### config.mk
export PLATFORM = sky130hd
export DESIGN_NAME = spi_fifo_irq_unit
export DESIGN_NICKNAME = d
export VERILOG_FILES = /design/src/rtl/spi_fifo_irq_pkg.sv /design/src/rtl/spi_word_fifo.sv /design/src/rtl/spi_status_flags.sv /design/src/rtl/spi_irq_mask.sv /design/src/rtl/spi_fifo_irq_unit.sv
export SDC_FILE = /design/constraint.sdc
export NUM_CORES = 1
export LEC_CHECK = 0
export ABC_AREA = 1
export BUFFER_PORTS_ARGS = -buffer_cell sky130_fd_sc_hd__buf_2
export CAP_MARGIN = 20
export CORE_MARGIN = 2
export CORE_UTILIZATION = 55
export CTS_BUF_LIST = sky130_fd_sc_hd__clkbuf_4
export DETAILED_ROUTE_END_ITERATION = 10
export MAX_ROUTING_LAYER = met4
export PLACE_DENSITY = 0.72
export SETUP_SLACK_MARGIN = 0.5
export SLEW_MARGIN = 20
export SYNTH_ARGS = -nofsm -noshare
export SYNTH_HDL_FRONTEND = slang
export SYNTH_SLANG_ARGS = --single-unit
### constraint.sdc
create_clock -name clk -period 4.2 [get_ports clk]
set_clock_uncertainty 0.1 [all_clocks]
set_input_delay 0.42 -clock clk [delete_from_list [all_inputs] [get_ports clk]]
set_output_delay 0.42 -clock clk [all_outputs]
set_load 0.02 [all_outputs]
### src/rtl/spi_fifo_irq_pkg.sv
package spi_fifo_irq_pkg;
  localparam int NUM_FLAGS  = 8;
  localparam int F_TX_EMPTY = 0;
  localparam int F_TX_HALF  = 1;
  localparam int F_TX_FULL  = 2;
  localparam int F_RX_READY = 3;
  localparam int F_RX_HALF  = 4;
  localparam int F_RX_FULL  = 5;
  localparam int F_RX_OVF   = 6;
  localparam int F_XFER_END = 7;
  localparam int SRST_TX    = 0;
  localparam int SRST_RX    = 1;
endpackage

### src/rtl/spi_word_fifo.sv
module spi_word_fifo #(
  parameter int WIDTH = 32,
  parameter int DEPTH = 16
) (
  input  logic                     clk,
  input  logic                     rst_n,
  input  logic                     clr,
  input  logic                     wr_en,
  input  logic [WIDTH-1:0]         wr_data,
  input  logic                     rd_en,
  output logic [WIDTH-1:0]         rd_data,
  output logic [$clog2(DEPTH):0]   count,
  output logic                     full,
  output logic                     empty
);
  localparam int AW = $clog2(DEPTH);
  localparam int CW = AW + 1;

  logic [WIDTH-1:0] mem [DEPTH];
  logic [AW-1:0]    wptr, rptr;
  logic             push, pop;

  assign full  = (count == CW'(DEPTH));
  assign empty = (count == '0);
  assign push  = wr_en && !full;
  assign pop   = rd_en && !empty;
  assign rd_data = mem[rptr];

  function automatic logic [AW-1:0] bump(input logic [AW-1:0] p);
    return (p == AW'(DEPTH - 1)) ? '0 : p + 1'b1;
  endfunction

  always_ff @(posedge clk) begin
    if (push && !clr) mem[wptr] <= wr_data;
  end

  always_ff @(posedge clk or negedge rst_n) begin
    if (!rst_n) begin
      wptr  <= '0;
      rptr  <= '0;
      count <= '0;
    end else if (clr) begin
      wptr  <= '0;
      rptr  <= '0;
      count <= '0;
    end else begin
      if (push) wptr <= bump(wptr);
      if (pop)  rptr <= bump(rptr);
      case ({push, pop})
        2'b10:   count <= count + 1'b1;
        2'b01:   count <= count - 1'b1;
        default: count <= count;
      endcase
    end
  end
endmodule

### src/rtl/spi_status_flags.sv
module spi_status_flags
  import spi_fifo_irq_pkg::*;
#(
  parameter int DEPTH = 16
) (
  input  logic                    clk,
  input  logic                    rst_n,
  input  logic [$clog2(DEPTH):0]  tx_count,
  input  logic [$clog2(DEPTH):0]  rx_count,
  input  logic                    rx_push,
  input  logic                    xfer_done,
  input  logic                    w1c_we,
  input  logic [NUM_FLAGS-1:0]    w1c_mask,
  output logic [NUM_FLAGS-1:0]    flags
);
  localparam int CW   = $clog2(DEPTH) + 1;
  localparam int HALF = DEPTH / 2;

  logic ovf_q, done_q;
  logic rx_is_full;

  assign rx_is_full = (rx_count == CW'(DEPTH));

  always_ff @(posedge clk or negedge rst_n) begin
    if (!rst_n) begin
      ovf_q  <= 1'b0;
      done_q <= 1'b0;
    end else begin
      if (rx_push && rx_is_full)             ovf_q <= 1'b1;
      else if (w1c_we && w1c_mask[F_RX_OVF]) ovf_q <= 1'b0;
      if (xfer_done)                           done_q <= 1'b1;
      else if (w1c_we && w1c_mask[F_XFER_END]) done_q <= 1'b0;
    end
  end

  always_comb begin
    flags             = '0;
    flags[F_TX_EMPTY] = (tx_count == '0);
    flags[F_TX_HALF]  = (tx_count >= CW'(HALF));
    flags[F_TX_FULL]  = (tx_count == CW'(DEPTH));
    flags[F_RX_READY] = (rx_count != '0);
    flags[F_RX_HALF]  = (rx_count >= CW'(HALF));
    flags[F_RX_FULL]  = rx_is_full;
    flags[F_RX_OVF]   = ovf_q;
    flags[F_XFER_END] = done_q;
  end
endmodule

### src/rtl/spi_irq_mask.sv
module spi_irq_mask
  import spi_fifo_irq_pkg::*;
(
  input  logic [NUM_FLAGS-1:0] flags,
  input  logic [NUM_FLAGS-1:0] enable,
  output logic                 irq
);
  logic [NUM_FLAGS-1:0] hit;

  for (genvar g = 0; g < NUM_FLAGS; g++) begin : g_bit
    assign hit[g] = flags[g] & enable[g];
  end

  assign irq = |hit;
endmodule

### src/rtl/spi_fifo_irq_unit.sv
module spi_fifo_irq_unit
  import spi_fifo_irq_pkg::*;
#(
  parameter int DATA_W     = 32,
  parameter int FIFO_DEPTH = 16
) (
  input  logic                         clk,
  input  logic                         rst_n,
  input  logic                         host_tx_valid,
  output logic                         host_tx_ready,
  input  logic [DATA_W-1:0]            host_tx_data,
  output logic                         host_rx_valid,
  input  logic                         host_rx_ready,
  output logic [DATA_W-1:0]            host_rx_data,
  input  logic                         eng_tx_pop,
  output logic                         eng_tx_valid,
  output logic [DATA_W-1:0]            eng_tx_data,
  input  logic                         eng_rx_push,
  input  logic [DATA_W-1:0]            eng_rx_data,
  input  logic                         xfer_done,
  input  logic [1:0]                   fifo_srst,
  input  logic                         stat_w1c_we,
  input  logic [7:0]                   stat_w1c_mask,
  input  logic [7:0]                   irq_enable,
  output logic [7:0]                   status,
  output logic [$clog2(FIFO_DEPTH):0]  tx_level,
  output logic [$clog2(FIFO_DEPTH):0]  rx_level,
  output logic                         irq
);
  logic              tx_full, tx_empty, rx_full, rx_empty;
  logic [DATA_W-1:0] rx_head;

  spi_word_fifo #(.WIDTH(DATA_W), .DEPTH(FIFO_DEPTH)) u_tx_fifo (
    .clk(clk), .rst_n(rst_n), .clr(fifo_srst[SRST_TX]),
    .wr_en(host_tx_valid), .wr_data(host_tx_data),
    .rd_en(eng_tx_pop), .rd_data(eng_tx_data),
    .count(tx_level), .full(tx_full), .empty(tx_empty)
  );

  spi_word_fifo #(.WIDTH(DATA_W), .DEPTH(FIFO_DEPTH)) u_rx_fifo (
    .clk(clk), .rst_n(rst_n), .clr(fifo_srst[SRST_RX]),
    .wr_en(eng_rx_push), .wr_data(eng_rx_data),
    .rd_en(host_rx_ready), .rd_data(rx_head),
    .count(rx_level), .full(rx_full), .empty(rx_empty)
  );

  assign host_tx_ready = !tx_full;
  assign eng_tx_valid  = !tx_empty;
  assign host_rx_valid = !rx_empty;
  assign host_rx_data  = rx_empty ? '0 : rx_head;

  spi_status_flags #(.DEPTH(FIFO_DEPTH)) u_flags (
    .clk(clk), .rst_n(rst_n),
    .tx_count(tx_level), .rx_count(rx_level),
    .rx_push(eng_rx_push), .xfer_done(xfer_done),
    .w1c_we(stat_w1c_we), .w1c_mask(stat_w1c_mask),
    .flags(status)
  );

  spi_irq_mask u_irq (
    .flags(status), .enable(irq_enable), .irq(irq)
  );
endmodule

Word level (Yosys, flattened, before mapping)
Memories as Yosys holds them, arrays and structs flattened.
Cells that the tools add are included.
- equality and inequality tests: 10
- reductions and logical operators: 27
- magnitude comparators: 2
- bitwise logic cells: 8
- multiplexer cells: 25
- add/subtract/negate cells: 8
- operators by type and width (kind ; count):
    4-bit two-way mux ; 12
    32-bit two-way mux ; 1
    5-bit one-hot mux with 2 select lines ; 2
    4-bit by 1-bit adder with 4-bit output, second input constant ; 4
    4-bit equality test, second input constant ; 4
    2-bit nonzero test ; 6
    5-bit by 1-bit adder with 5-bit output, second input constant ; 2
    5-bit equality test, second input constant ; 2
    5-bit by 4-bit >= comparator with 1-bit output, second input constant ; 2
    5-bit zero test ; 2
    5-bit two-way mux ; 2
    5-bit by 1-bit subtractor with 5-bit output, second input constant ; 2
    1-bit logical AND ; 9
    1-bit AND ; 8
    1-bit two-way mux ; 8
    8-bit OR reduction ; 1
    1-bit zero test ; 6
    3-bit nonzero test ; 2
    5-bit nonzero test ; 1
    2-bit by 1-bit equality test with 1-bit output, second input constant ; 2
    2-bit equality test, second input constant ; 2
- memory bits (writable): 1024
- output and inout bits: 86
- input port bits: 90
- flip-flop bits (word level): 28
- logic and storage cells: 90
- memories kept: 2
- memory list (name ; words ; width ; read ports ; clocked after Yosys merged registers in ; wr ports ; RTL line ; RTL):
    u_rx_fifo.mem ; 16 ; 32 ; 1 ; 0 ; 1 ; spi_word_fifo.sv:19 ; logic [WIDTH-1:0] mem [DEPTH];
    u_tx_fifo.mem ; 16 ; 32 ; 1 ; 0 ; 1 ; spi_word_fifo.sv:19 ;

Logic depth before layout (Yosys ltp)
- word-level depth: 6
- gate-level depth with buffers: 16
- gate-level depth less buffers: 16

Hierarchy
A second synthesis with hierarchy kept.
- cell total of the unflattened synthesis: 3275
- area, all modules: 41980.3 µm²
- by module, submodules not included (module ; cells an instance ; times used ; area each (µm²) ; seq. area each (µm²)):
    spi_word_fifo ; 1582 ; 2 ; 20728.6 ; 15700.1
    spi_fifo_irq_unit ; 71 ; 1 ; 301.5 ; 0.0
    spi_status_flags ; 25 ; 1 ; 165.2 ; 50.0
    spi_irq_mask ; 15 ; 1 ; 56.3 ; 0.0

Worst setup path before layout
Ideal clock, no wire load.
- kind: flip-flop to flip-flop
- from: register u_tx_fifo.count[0]
- to: memory u_tx_fifo.mem[3][0] (enable)
- cell stages (with the launch flop): 7
- setup time: 0.461 ns
- setup slack: 0.339 ns
- required time: 3.639 ns
- arrival: 3.300 ns
- path through: dfrtp_1 > nor2_1 > nand3_2 > nand2_2 > inv_1 > nand2_1 > nor3_1
- cells in the longest elaborated chain, start to end: 6
- ends and longest elaborated chain (element ; RTL line ; RTL):
    from (decl) ; spi_word_fifo.sv:12 ; output logic [$clog2(DEPTH):0] count,
    from (signal assigned) ; spi_word_fifo.sv:50 ; 2'b10: count <= count + 1'b1;
    from (signal assigned) ; spi_word_fifo.sv:51 ; 2'b01: count <= count - 1'b1;
    from (signal assigned) ; spi_word_fifo.sv:52 ; default: count <= count;
    5-bit equality test ; spi_word_fifo.sv:23 ; assign full = (count == CW'(DEPTH));
    1-bit zero test ; - ;
    net host_tx_ready ; spi_fifo_irq_unit.sv:10 ; output logic host_tx_ready,
    1-bit logical AND ; spi_word_fifo.sv:25 ; assign push = wr_en && !full;
    1-bit logical AND ; spi_word_fifo.sv:34 ; if (push && !clr) mem[wptr] <= wr_data;
    1-bit two-way mux ; spi_word_fifo.sv:34 ;
    1-bit two-way mux (not written as such) ; spi_word_fifo.sv:34 ;
    to (decl) ; spi_word_fifo.sv:19 ;
The timed path passes the listed nets, and every way through them passes these cells.

Final worst setup path
- from: register u_rx_fifo.rptr[0]
- to: output host_rx_data[13]
- cells in the longest elaborated chain, start to end: 2
- ends and longest elaborated chain (element ; RTL line ; RTL):
    from (decl) ; spi_word_fifo.sv:20 ; logic [AW-1:0] wptr, rptr;
    from (signal assigned) ; spi_word_fifo.sv:48 ; if (pop) rptr <= bump(rptr);
    memory 16 x 32 bit ; - ;
    32-bit two-way mux ; spi_fifo_irq_unit.sv:50 ; assign host_rx_data = rx_empty ? '0 : rx_head;
    to (decl) ; spi_fifo_irq_unit.sv:14 ; output logic [DATA_W-1:0] host_rx_data,
Every way passes these cells.

==> run_results.csv <==
group,metric,value,unit
sta,fin_hold_ws,0.128,ns
setup_path,reg2reg_depth,13,
place,hpwl,53000,um
place,pre_cts_slack,1.04,ns
pwr,vdd_drop_max,0.396,mV
clock_network,root_buffer,"clkbuf_4",
synthesis,synth.yosys.seq_area_share,75.3,%
sta,slew_headroom,42.4,%
final_layout,fill_cells,5414,
synthesis,syn_area_per_cell,13.7,um^2
setup_path,cp-endpoint,"host_rx_data[13]",
floorplan,pin_count,176,
synthesis,synth_area_leaders,"edfxtp_1 74%, nand2_1 4.8%, o21ai_0 2.6%",
synthesis,synth_most_common_cell,"edfxtp_1",
final_layout,fin_nets,3591,
place,place.gp.congestion,0.838,
synthesis,ys_warn_count,0,
synthesis,ys.flop_type,"edfxtp_1",
routing,drc,0,
synthesis,synth_area,0.0417,mm^2
sta,tightest_slew,0.862,ns
sta,tns,0,ns
pwr,powerDensity,530,mW/mm^2
synthesis,synth-edff-count,1024,
setup_path,cp_max_fo,41,
setup_path,crit_start,"u_rx_fifo.rptr[0]",
synthesis,yosys-top-cells-count,"1,024 x edfxtp_1, 532 x nand2_1, 259 x nor2_1",
routing,first_iter_violations,2633,
setup_path,ff2ff_setup_slack,0.77,ns
clock_network,cts_buffer_depth,4,
sta,period_needed,3.73,ns
floorplan,dieWidth,279,um
routing,finalWirelength,111000,um
clock_network,clock_sinks,1052,
setup_path,worst_ep_required_time,3.68,ns
hold_path,hold_path_class,"input pin to flop",
routing,viasPerCell,6.12,
status,status,"finished, final reports clean",
sta,grt_setup_unrepaired,"yes",
setup_path,r2r_start,"u_tx_fifo.count[0]",
setup_path,cp_cell_sequence,"inv_16 > buf_16 > nand2_1 > a221oi_1 > nor2_1 > a211oi_2 > buf_2",
clock_network,cts_tree,"done",
hold_path,min_path_cells,2,
synthesis,async_flop_share,2.66,%
sta,timing.final.crit_share,88.9,%
clock_network,numCtsBuffers,282,
final_layout,drive_above_1_share,21.2,%
sta,final-setup-viol-count,0,
synthesis,yosys.area.top_type_share,73.7,%
routing,wl_per_cell,23.8,um
routing,antenna_left,0,
floorplan,dieArea,0.0781,mm^2
floorplan,rows,101,
routing,drt-pass1-iter-count,5,
sta,worst_slack,0.467,ns
setup_path,setup.worst_path.start_class,"flop",
final_layout,area_growth,16.7,%
setup_path,critPathKind,"flop to primary output",
sta,hold_viol,0,
synthesis,synth_top_cell_by_area,"edfxtp_1",
setup_path,cp_slowest_cell,"dfrtp_4",
clock_network,htreeDepth,5,
floorplan,initial_core_util,55.2,%
synthesis,synth.ff_latch_count,1052,
sta,fmax,268,MHz
clock_network,clk_latency,1.11,ns
sta,slew_violations,0,
global_routing,grt_remaining_overflow,0,
synthesis,synthCells,3052,
synthesis,synth_nets,3156,
global_routing,grt_max_degree,130,
synthesis,synth.distinct_cells,41,
clock_network,clkSlewWorstSetupHoldPaths,0.07,ns
job,maxCapViolCount,0,
global_routing,grt_pass1_vias,29196,
floorplan,fp.dieH,279,um
global_routing,track_usage,28.4,%
place,portBuffers,169,
routing,vias,28422,
setup_path,critPathArrivalTime,3.21,ns
floorplan,core,0.0756,mm^2
setup_path,r2r-end,"u_tx_fifo.count[3]",
global_routing,grt_antenna_before_repair,8,
pwr,power.leakage,17.3,nW
global_routing,grt_pass1_wl,162000,um
setup_path,slowest_delay,0.59,ns
setup_path,end_kind,"primary output",
## per-stage QoR
step	instances	util [%]	area (um^2)	power [mW]
after floorplan	3052	-	41800	15.4
after global placement	4066	57.8	43700	16.7
after detailed placement	4066	57.8	43700	16.9
after CTS	4626	64.1	48400	25.7
after global routing	4641	64.4	48700	26.9
final	4645	64.5	48700	25.8
## logic make-up after synthesis
logic type	count (synthesis)	share of synthesized area, %
buf+inv	256	3.01
flops	1052	75.3
compound gates	751	11.3
fa+ha+maj	14	0.420
xor+xnor	5	0.105
simple gates	942	9.09
mux	32	0.767
## cell type report
class                   count  area [um^2]  area share, %
clock buffers             380         2850           5.86
multi-input cells        1744         9410           19.3
repair inverters            4         40.0         0.0822
inverters                  54          255          0.524
clock inverters            72          415          0.853
flip-flops and latches   1052        31500           64.6
repair buffers            349         3010           6.19
diodes                     12         30.0         0.0617
well taps                 978         1220           2.51
## timing repair
item / 4_1_cts / 5_1_grt
gates cloned: 11 / 6
setup endpoints to repair: 64 / 36
pin swaps: 1 / 2
buffers inserted: 10 / 1
hold endpoints to repair: 1103 / 0
hold buffers: 87 / 0
resized for setup: 58 / 13
## registers in the layout, indices dropped and copies added, names as in the netlist
signal	flops
u_rx_fifo.mem	512
u_rx_fifo.wptr	4
u_tx_fifo.mem	512
u_tx_fifo.rptr	4
u_tx_fifo.wptr	4
u_flags.done_q	1
u_tx_fifo.count	5
u_flags.ovf_q	1
u_rx_fifo.rptr	4
u_rx_fifo.count	5
## how the worst min path moves through the flow
stage	from	endpoint	slack, ns
final	eng_rx_data[7]	u_rx_fifo.mem[3][7]	0.13
after global routing	eng_rx_data[8]	u_rx_fifo.mem[3][8]	0.10
after CTS	host_tx_data[22]	u_tx_fifo.mem[12][22]	0.03
after detailed placement	rst_n	u_tx_fifo.count[4]	0.40
after global placement	rst_n	u_flags.done_q	0.39
after floorplan	rst_n	u_flags.done_q	0.02
## worst max-delay path, delay by kind of cell (launching register included)
family | cells | cell delay [ns]
compound gates | 2 | 0.64
buf+inv | 3 | 0.65
flops | 1 | 0.59
simple gates | 2 | 0.20
## report_power, final
group	switching, mW	internal (mW)
Sequential	0.134	11.7
Clock	3.96	4.47
Combinational	3.80	1.75
Total	7.90	17.9
## cells in the final DEF (no fill, tap or decap), types with 24 or more instances in the layout
cell and n:
nor2_4 24, o21ai_1 38, o21ai_0 217, o221ai_1 54, clkbuf_4 380, inv_1 42
dlygate4sd3_1 86, a21boi_0 32, buf_2 168, a221oi_1 60, mux2i_1 32, nand2_1 528
clkinv_1 53, nand3_1 67, a211oi_2 26, nand4_1 29, nor3_1 34, buf_4 60
o22ai_1 77, edfxtp_1 1024, a21oi_1 216, nor2_1 235
## per-layer routing
metal	vias up	track usage, %	routed length [um]
met2	1646	48.8	57100
met1	13961	32.0	40300
met3	321	5.28	9470
met4	0	14.5	3830
met5	-	-	0
li1	12494	-	-
(Power assumes the default switching activity.)
